--- src/rtl/cpu_timer_csr_pkg.sv ---
package cpu_timer_csr_pkg;
  // Decoded access strobes passed from the control module to the datapath.
  typedef struct packed {
    logic csrWr;  // write to control word
    logic csrRd;  // read of control word
    logic vecWr;  // write to vector register
    logic vecRd;  // read of vector register
    logic anyRd;  // any read, defined offset or not
  } regStrobes_t;
endpackage

--- src/rtl/cpu_timer_csr_ctrl.sv ---
module cpu_timer_csr_ctrl
  import cpu_timer_csr_pkg::*;
#(
  parameter int ADDR_W = 8
) (
  input  logic              winSel,
  input  logic [ADDR_W-1:0] addr,
  input  logic              wrEn,
  input  logic              rdEn,
  output regStrobes_t       strobes
);
  localparam logic [ADDR_W-1:0] REG_OFFSET = '0;

  logic atReg;

  always_comb begin
    atReg         = (addr == REG_OFFSET);
    strobes.csrWr = wrEn && !winSel && atReg;
    strobes.csrRd = rdEn && !winSel && atReg;
    strobes.vecWr = wrEn &&  winSel && atReg;
    strobes.vecRd = rdEn &&  winSel && atReg;
    strobes.anyRd = rdEn;
  end
endmodule

--- src/rtl/cpu_timer_csr_dp.sv ---
module cpu_timer_csr_dp
  import cpu_timer_csr_pkg::*;
#(
  parameter int              DATA_W    = 32,
  parameter int              ID_W      = 4,
  parameter int              VEC_W     = 8,
  parameter int              LFSR_W    = 8,
  parameter logic [LFSR_W-1:0] LFSR_TAPS = 8'hB8,
  parameter logic [LFSR_W-1:0] LFSR_SEED = 8'h01,
  parameter int              EN_BIT    = 15,
  parameter int              PEND_BIT  = 29,
  parameter int              RAND_BIT  = 16
) (
  input  logic              clk,
  input  logic              rst,
  input  regStrobes_t       strobes,
  input  logic [DATA_W-1:0] wrData,
  input  logic              tick,
  input  logic [ID_W-1:0]   cpuId,
  output logic [DATA_W-1:0] rdData,
  output logic              irq,
  output logic [DATA_W-1:0] csrQ
);
  localparam int VEC_PAD = DATA_W - VEC_W;

  logic [VEC_W-1:0]  vecQ;
  logic [LFSR_W-1:0] lfsrQ;
  logic [LFSR_W-1:0] lfsrNext;
  logic [DATA_W-1:0] csrNext;
  logic [DATA_W-1:0] csrView;
  logic [DATA_W-1:0] readValue;
  logic              tickHit;

  // Pending is raised by a tick, judged on the enable stored before the edge.
  always_comb begin
    tickHit = tick && csrQ[EN_BIT];
    csrNext = csrQ;
    if (strobes.csrWr) begin
      csrNext           = wrData;
      csrNext[PEND_BIT] = 1'b0;
    end
    if (tickHit) begin
      csrNext[PEND_BIT] = 1'b1;
    end
  end

  // Feedback shift register that scrambles the status bit.
  always_comb begin
    lfsrNext = {lfsrQ[LFSR_W-2:0], ^(lfsrQ & LFSR_TAPS)};
  end

  // Read view: identifier overlay and scrambled status bit.
  always_comb begin
    csrView               = csrQ;
    csrView[ID_W-1:0]     = cpuId;
    csrView[RAND_BIT]     = csrQ[RAND_BIT] ^ lfsrQ[0];
    if (strobes.csrRd) begin
      readValue = csrView;
    end else if (strobes.vecRd) begin
      readValue = {{VEC_PAD{1'b0}}, vecQ};
    end else begin
      readValue = '0;
    end
  end

  always_ff @(posedge clk) begin
    if (rst) begin
      csrQ   <= '0;
      vecQ   <= '0;
      lfsrQ  <= LFSR_SEED;
      rdData <= '0;
    end else begin
      csrQ <= csrNext;
      if (strobes.vecWr) begin
        vecQ <= wrData[VEC_W-1:0];
      end
      if (strobes.csrRd) begin
        lfsrQ <= lfsrNext;
      end
      if (strobes.anyRd) begin
        rdData <= readValue;
      end
    end
  end

  assign irq = csrQ[PEND_BIT];
endmodule

--- src/rtl/cpu_timer_csr.sv ---
module cpu_timer_csr
  import cpu_timer_csr_pkg::*;
#(
  parameter int ADDR_W = 8,
  parameter int DATA_W = 32,
  parameter int ID_W   = 4,
  parameter int VEC_W  = 8
) (
  input  logic              clk,
  input  logic              rst,
  input  logic              winSel,
  input  logic [ADDR_W-1:0] addr,
  input  logic              wrEn,
  input  logic              rdEn,
  input  logic [DATA_W-1:0] wrData,
  output logic [DATA_W-1:0] rdData,
  input  logic              tick,
  input  logic [ID_W-1:0]   cpuId,
  output logic              irq
);
  regStrobes_t       strobes;
  logic [DATA_W-1:0] csrQ;

  cpu_timer_csr_ctrl #(.ADDR_W(ADDR_W)) u_ctrl (
    .winSel  (winSel),
    .addr    (addr),
    .wrEn    (wrEn),
    .rdEn    (rdEn),
    .strobes (strobes)
  );

  cpu_timer_csr_dp #(
    .DATA_W (DATA_W),
    .ID_W   (ID_W),
    .VEC_W  (VEC_W)
  ) u_dp (
    .clk     (clk),
    .rst     (rst),
    .strobes (strobes),
    .wrData  (wrData),
    .tick    (tick),
    .cpuId   (cpuId),
    .rdData  (rdData),
    .irq     (irq),
    .csrQ    (csrQ)
  );
endmodule

--- config.mk ---
export PLATFORM = sky130hd
export DESIGN_NAME = cpu_timer_csr
export DESIGN_NICKNAME = d
export VERILOG_FILES = /design/src/rtl/cpu_timer_csr_pkg.sv /design/src/rtl/cpu_timer_csr_ctrl.sv /design/src/rtl/cpu_timer_csr_dp.sv /design/src/rtl/cpu_timer_csr.sv
export SDC_FILE = /design/constraint.sdc
export NUM_CORES = 1
export LEC_CHECK = 0
export BUFFER_PORTS_ARGS = -buffer_cell sky130_fd_sc_hd__buf_2
export CAP_MARGIN = 0
export CORE_MARGIN = 4
export CORE_UTILIZATION = 52
export DETAILED_ROUTE_END_ITERATION = 16
export PLACE_DENSITY = 0.79
export RECOVER_POWER = 25
export SLEW_MARGIN = 20
export SYNTH_ARGS = -nofsm -noshare
export SYNTH_HDL_FRONTEND = slang
export SYNTH_SLANG_ARGS = --single-unit
--- constraint.sdc ---
create_clock -name clk -period 1.88 [get_ports clk]
set_input_delay 0 -clock clk [delete_from_list [all_inputs] [get_ports clk]]
set_output_delay 0 -clock clk [all_outputs]
set_load 0.005 [all_outputs]
==> impl_results.md, run 1 <==
* Count of cell types in the netlist at 30
* Clock latency on the worst-skew pair at 0.34 ns
* TritonCTS clock tree: done
* Fmax at 742 MHz
* Slew Viols, Final at 0
* Max Cap Viol at 0
* Setup tns final at 0 ns
* GPL Wtd Cong at between 0.7 and 0.8
* IO buf count at between 80 and 90
* Clock slew at reported path FFs at 0.08 ns
* Area contributors post-synth: dfxtp_1, nand4_1, o31ai_1
* Diodes inserted at 0
* Arr. time, crit path at 1.61 ns
* Routed vias at 3066
* Post-synth top flop: dfxtp_1
* Synth Net Count at approximately 400
* Starting Density at 0.543
* Final Hold Vio Count at 0
* Die width at 87.1 um
* Peak supply drop at 0.000531 V
* Max Root-Sink Buffers at 2
* Vias in the first global route at 2975
* Lkg Pwr at 1.54 nW
* CTS Buf Count at 9
* Final instance area at 0.00423 sq mm
* Largest net degree at the start of global routing at 44
* PwrDens at 723 mW/mm^2
* Slew Limit Headroom at 0.686
* Total GRT Usage at 0.239
* Worst R2R Path Depth at 3
* Area Overhead vs Synth at 30.1%
* Post-synth EDFFs at 0
* Crit. End Element: flip-flop
* Synth Instances at 341
* HP Start: rst
* Fin crit share at 0.717
* Worst Hold Path EP: u_dp.vecQ[4]
* DR pass1 iterations at 4
* Total setup buffers inserted after CTS at 0
* Global-route wire length before repair at 14.5 mm
* H-tree level count at 3
* Yosys warnings at 0
* Final setup viols at 0
* Status: finished, final reports clean
* Commonest non-fill, non-tap cell in the layout: dfxtp_1
* DR vias/cell at 5.91
* Drt initial violations at 291
* Min cycle time layout at 1.35 ns
* Nets@finish at 489
* Reg-to-Reg Start: u_dp.lfsrQ[4]
* RR Endpoint: u_dp.lfsrQ[0]
* Worst-path cell chain: buf_2, or4_1, buf_4, nor3_4, buf_12, mux2i_1
* Antenna violations before repair at 0
* WS Path Type: in -> reg
* GRT overflow at 0
* Avg Cell Area, Syn at 9.54 sq um
* Post-layout util at 0.706
* Die ar. at 0.00758 sq mm
* Cell taking the most area after synthesis: dfxtp_1
* Post-DR wirelength/cell at 16.8 um
* Critical-path top delay cell: or4_1
* Site Rows at 28
* Worst endpoint required time at 2.15 ns
* Register area share after synthesis at 0.468
* CP peak stage delay at 0.58 ns
* R2r setup slk at 1.00 ns
* Layout cell share with drive strength beyond 1 at 0.270
* Routed WL at 8.74 mm
* Post-synth ARST share at 0
* Yosys top cell area share at 0.468
* Clock sink count at 76
* CP Launch Type: primary input
* DRT antenna net count at 0
* Fin Clk Skew at 0.00564 ns
* Worst slew pin tran at 0.472 ns
* DRC at 0
* Top Ports at 83
* WHS Path Cells at 2
* Root buffer cell: clkbuf_8
* Syn Std Cell Area at roughly 0.0033 sq mm
* Hold WC Path Type: in -> reg
* Synth Register Bits at 76
* RSZ-0062 raised after global routing: no
* Post-Place Cell Area at 0.00374 sq mm
* Most frequent cells in the layout: dfxtp_1, buf_2, nand4_1, a21oi_1, o31ai_1
* Core box area at ~0.006 sq mm
* DP HPWL at 5.48 mm
* Vert. Die Dim at 87.1 um
* Critical path peak fanout at 26
-- cells in the mapped netlist, types with 2 or more instances --
cell	count
a21oi_1	41
a31o_1	14
a31o_2	9
a31oi_1	2
buf_1	4
buf_6	4
clkbuf_1	34
dfxtp_1	76
inv_1	5
mux2_2	8
mux2i_1	6
nand2_1	10
nand2b_1	13
nand4_1	41
nor3b_1	20
nor4_2	2
o31ai_1	34
o32ai_1	4
xnor2_1	3
-- worst max-delay path, delay by kind of cell --
kind	cells	cell delay, ns
buffers and inverters	3	0.58
multiplexers	1	0.21
AND/OR/NAND/NOR	2	0.82
-- metal layers --
metal	vias to the layer above	GRT usage	routed length, um
met5	-	0	0
met4	0	0.0850	97
met3	10	0.0577	622
met2	110	0.375	4250
met1	1451	0.319	3770
li1	1495	-	-
-- cells by family after synthesis --
| family | Yosys count | synth area share |
|---|---|---|
| AND/OR/NAND/NOR | 94 | 0.189 |
| flip-flops | 76 | 0.468 |
| multiplexers | 14 | 0.0462 |
| buffers and inverters | 47 | 0.0635 |
| AO/OA/AOI/OAI | 106 | 0.222 |
| XOR/XNOR | 4 | 0.0108 |
-- through the flow --
step | hold slack [ns] | power (mW) | setup WS (ns) | cells
3_3_place_gp | 0.230 | 1.85 | 0.277 | 471
5_1_grt | 0.0873 | 3.17 | 0.467 | 519
6_report | 0.0858 | 3.06 | 0.532 | 519
2_1_floorplan | 0.145 | 1.75 | 0.464 | 341
4_1_cts | 0.0665 | 3.07 | 0.544 | 519
3_5_place_dp | 0.248 | 1.85 | 0.205 | 471
-- report_power, final --
part | switching, mW | leakage, nW | total (mW) | internal (mW)
combinational | 0.148 | 0.833 | 0.265 | 0.117
sequential | 0.000338 | 0.612 | 1.61 | 1.61
clock | 0.578 | 0.0931 | 1.19 | 0.608
total | 0.726 | 1.54 | 3.06 | 2.33
-- cell type report --
class	count	area, sq um
fillers	463	1760
inverters	5	18.8
repair buffers	129	867
flip-flops and latches	76	1520
multi-input cells	218	1540
well taps	75	93.8
clock buffers	11	131
clock inverters	5	52.6
-- sequential cells by signal, indices dropped and copies added, names as in the netlist --
name and flops:
u_dp.csrQ 28, u_dp.lfsrQ 8, u_dp.rdData 32, u_dp.vecQ 8
-- repair_timing --
item / 4_1_cts / 5_1_grt
resized for setup: 0 / 0
hold buffers: 32 / 0
hold endpoints to repair: 36 / 0
-- worst max-delay path by stage --
stage	startpoint	end	slack, ns
finish	addr[5]	u_dp.lfsrQ[1]	0.53
global placement	addr[5]	u_dp.lfsrQ[1]	0.28
CTS	addr[5]	u_dp.lfsrQ[1]	0.54
floorplan	addr[5]	u_dp.lfsrQ[2]	0.46
detailed placement	addr[5]	u_dp.lfsrQ[2]	0.21
global route	addr[5]	u_dp.lfsrQ[4]	0.47
Power figures use the tool's default switching activity.
==> run 2: changes to the inputs <==
Settings changed: CORE_UTILIZATION 52 to 47, PLACE_DENSITY 0.79 to 0.75.
Clock period 1.88 ns to 1.2 ns, I/O delays scaled along.
==> impl_results.md, run 2 (same netlist as run 1, synthesis figures left out) <==
* Clock sink count at 76 (unchanged)
* Global-route wire length before repair at 14.7 mm (was 14.5 mm)
* Worst R2R Path Depth at 3 (unchanged)
* Post-layout util at 0.660 (was 0.706)
* Max reg flops at 32 (unchanged)
* DRC at 0 (unchanged)
* Critical-path top delay cell: or4_4 (was or4_1)
* Die width at 91.2 um (was 87.1 um)
* RSZ-0062 raised after global routing: no (unchanged)
* R2r setup slk at 0.30 ns (was 1.00 ns)
* CP Launch Type: primary input (unchanged)
* DR pass1 iterations at 4 (unchanged)
* Clock slew at reported path FFs at 0.08 ns (about the same)
* Lkg Pwr at 1.67 nW (was 1.54 nW)
* Root buffer cell: clkbuf_8 (unchanged)
* DR vias/cell at 5.77 (was 5.91)
* Crit. End Element: flip-flop (unchanged)
* Core box area at 0.00676 sq mm (was 0.00599 sq mm)
* GPL Wtd Cong at 0.824 (was 0.763)
* Final Hold Vio Count at 0 (unchanged)
* Starting Density at 0.481 (was 0.543)
* CP peak stage delay at 0.57 ns (was 0.58 ns)
* Antenna violations before repair at 0 (unchanged)
* Vias in the first global route at 3087 (was 2975)
* Drt initial violations at 284 (was 291)
* WHS Path Cells at 2 (unchanged)
* Slew Viols, Final at 0 (unchanged)
* Fmax at between 800 and 900 MHz
* Arr. time, crit path at 1.40 ns (was 1.61 ns)
* GRT overflow at 0 (unchanged)
* Most frequent cells in the layout: dfxtp_1, buf_2, nand4_1, a21oi_1, buf_4 (was dfxtp_1, buf_2, nand4_1, a21oi_1, o31ai_1)
* Largest net degree at the start of global routing at 38 (was 44)
* Worst-path cell chain: buf_2, or4_4, or3_1, a31o_2 (was buf_2, or4_1, buf_4, nor3_4, buf_12, mux2i_1)
* Total setup buffers inserted after CTS at 0 (unchanged)
* Routed WL at 8.89 mm (was 8.74 mm)
* Fin Clk Skew at 0.0127 ns (was 0.00564 ns)
* TritonCTS clock tree: done (unchanged)
* Fin crit share at 0.955
* Min cycle time layout at 1.15 ns
* Nets@finish at 513 (was 489)
* Top Ports at 83 (unchanged)
* IO buf count at 81 (unchanged)
* Status: finished, final reports clean (unchanged)
* PwrDens at 1120 mW/mm^2 (was 723 mW/mm^2)
* RR Endpoint: u_dp.lfsrQ[0] (unchanged)
* Site Rows at 30 (was 28)
* Cells after DPL at 500 (was 471)
* Worst Hold Path EP: u_dp.rdData[29] (was u_dp.vecQ[4])
* CTS Hold Bufs at 32 (unchanged)
* WS Path Type: in -> reg (unchanged)
* Final cell count without fillers at 548 (was 519)
* Total GRT Usage at 0.216 (was 0.239)
* Die ar. at 0.00831 sq mm (was 0.00758 sq mm)
* Top flop regs: u_dp.rdData: 32 flops, u_dp.csrQ: 28 flops (unchanged)
* Area Overhead vs Synth at 37.1% (was 30.1%)
* Max Cap Viol at 0 (unchanged)
* H-tree level count at 3 (unchanged)
* Diodes inserted at 0 (unchanged)
* DRT antenna net count at 0 (unchanged)
* Commonest non-fill, non-tap cell in the layout: dfxtp_1 (unchanged)
* Layout cell share with drive strength beyond 1 at 0.310 (was 0.270)
* Clock latency on the worst-skew pair at 0.35 ns (was 0.34 ns)
* DP HPWL at 5.86 mm (was 5.48 mm)
* # resized after CTS at 0 (unchanged)
* Slew Limit Headroom at 0.798 (was 0.686)
* Hold WC Path Type: in -> reg (unchanged)
* Vert. Die Dim at 91.2 um (was 87.1 um)
* Reg-to-Reg Start: u_dp.lfsrQ[4] (unchanged)
* Worst slew pin tran at 0.302 ns (was 0.472 ns)
* Critical path peak fanout at 6 (was 26)
* Top reg by flops: u_dp.rdData (unchanged)
* Peak supply drop at 0.000716 V (was 0.000531 V)
* Final setup viols at 0 (unchanged)
* Fill cells at 538 (was 463)
* Setup tns final at 0 ns (unchanged)
* Worst endpoint required time at 1.45 ns (was 2.15 ns)
* Post-DR wirelength/cell at 16.2 um (was 16.8 um)
* Routed vias at 3164 (was 3066)
* WHS at 0.00594 ns (was 0.0858 ns)
* HP Start: rst (unchanged)
* Max Root-Sink Buffers at 2 (unchanged)
* CTS Buf Count at 9 (unchanged)
==> run 2: worst max-delay path by stage <==
stage | to | slack [ns] | startpoint
6_report | u_dp.lfsrQ[7] | 0.05 | addr[5]
5_1_grt | u_dp.lfsrQ[7] | 0.02 | addr[5]
4_1_cts | u_dp.lfsrQ[7] | 0.05 | addr[1]
3_5_place_dp | u_dp.lfsrQ[7] | -0.32 | addr[1]
3_3_place_gp | u_dp.lfsrQ[7] | -0.32 | addr[5]
2_1_floorplan | u_dp.lfsrQ[2] | -0.20 | addr[5]
==> run 2: worst max-delay path: cells and delay by family <==
kind	cells	cell delay, ns
buffers and inverters	1	0.10
AND/OR/NAND/NOR	2	1.06
AO/OA/AOI/OAI	1	0.24
==> run 2: per-stage QoR <==
stage,total power [mW],setup slack (ns),cell area (sq um)
after floorplan,2.75,-0.199,3270
after global placement,2.96,-0.318,3960
after detailed placement,2.96,-0.323,3960
after CTS,5.00,0.0518,4480
after global routing,5.15,0.0180,4460
final,4.99,0.0536,4460
==> run 2: final cells by class <==
type | instances | area, sq um | share of cell area
Sequential cell | 76 | 1520 | 0.341
Inverter | 5 | 18.8 | 0.00421
Clock buffer | 10 | 138 | 0.0309
Multi-Input combinational cell | 218 | 1550 | 0.347
Clock inverter | 6 | 61.3 | 0.0138
Timing Repair Buffer | 153 | 1070 | 0.240
Tap cell | 80 | 100 | 0.0225
==> run 2: per-layer routing <==
metal / global-route usage / wire (um) / vias up / share of wire
li1: - / - / 1543 / -
met1: 0.269 / 3760 / 1493 / 0.42
met2: 0.364 / 4450 / 107 / 0.50
met3: 0.0381 / 464 / 21 / 0.052
met4: 0.101 / 221 / 0 / 0.025
met5: 0 / 0 / - / 0
==> run 2: power by group <==
| group | internal (mW) | switching, mW | total (mW) |
|---|---|---|---|
| Combinational | 0.229 | 0.239 | 0.467 |
| Sequential | 2.52 | 0.000513 | 2.52 |
| Clock | 1.01 | 0.983 | 2.00 |
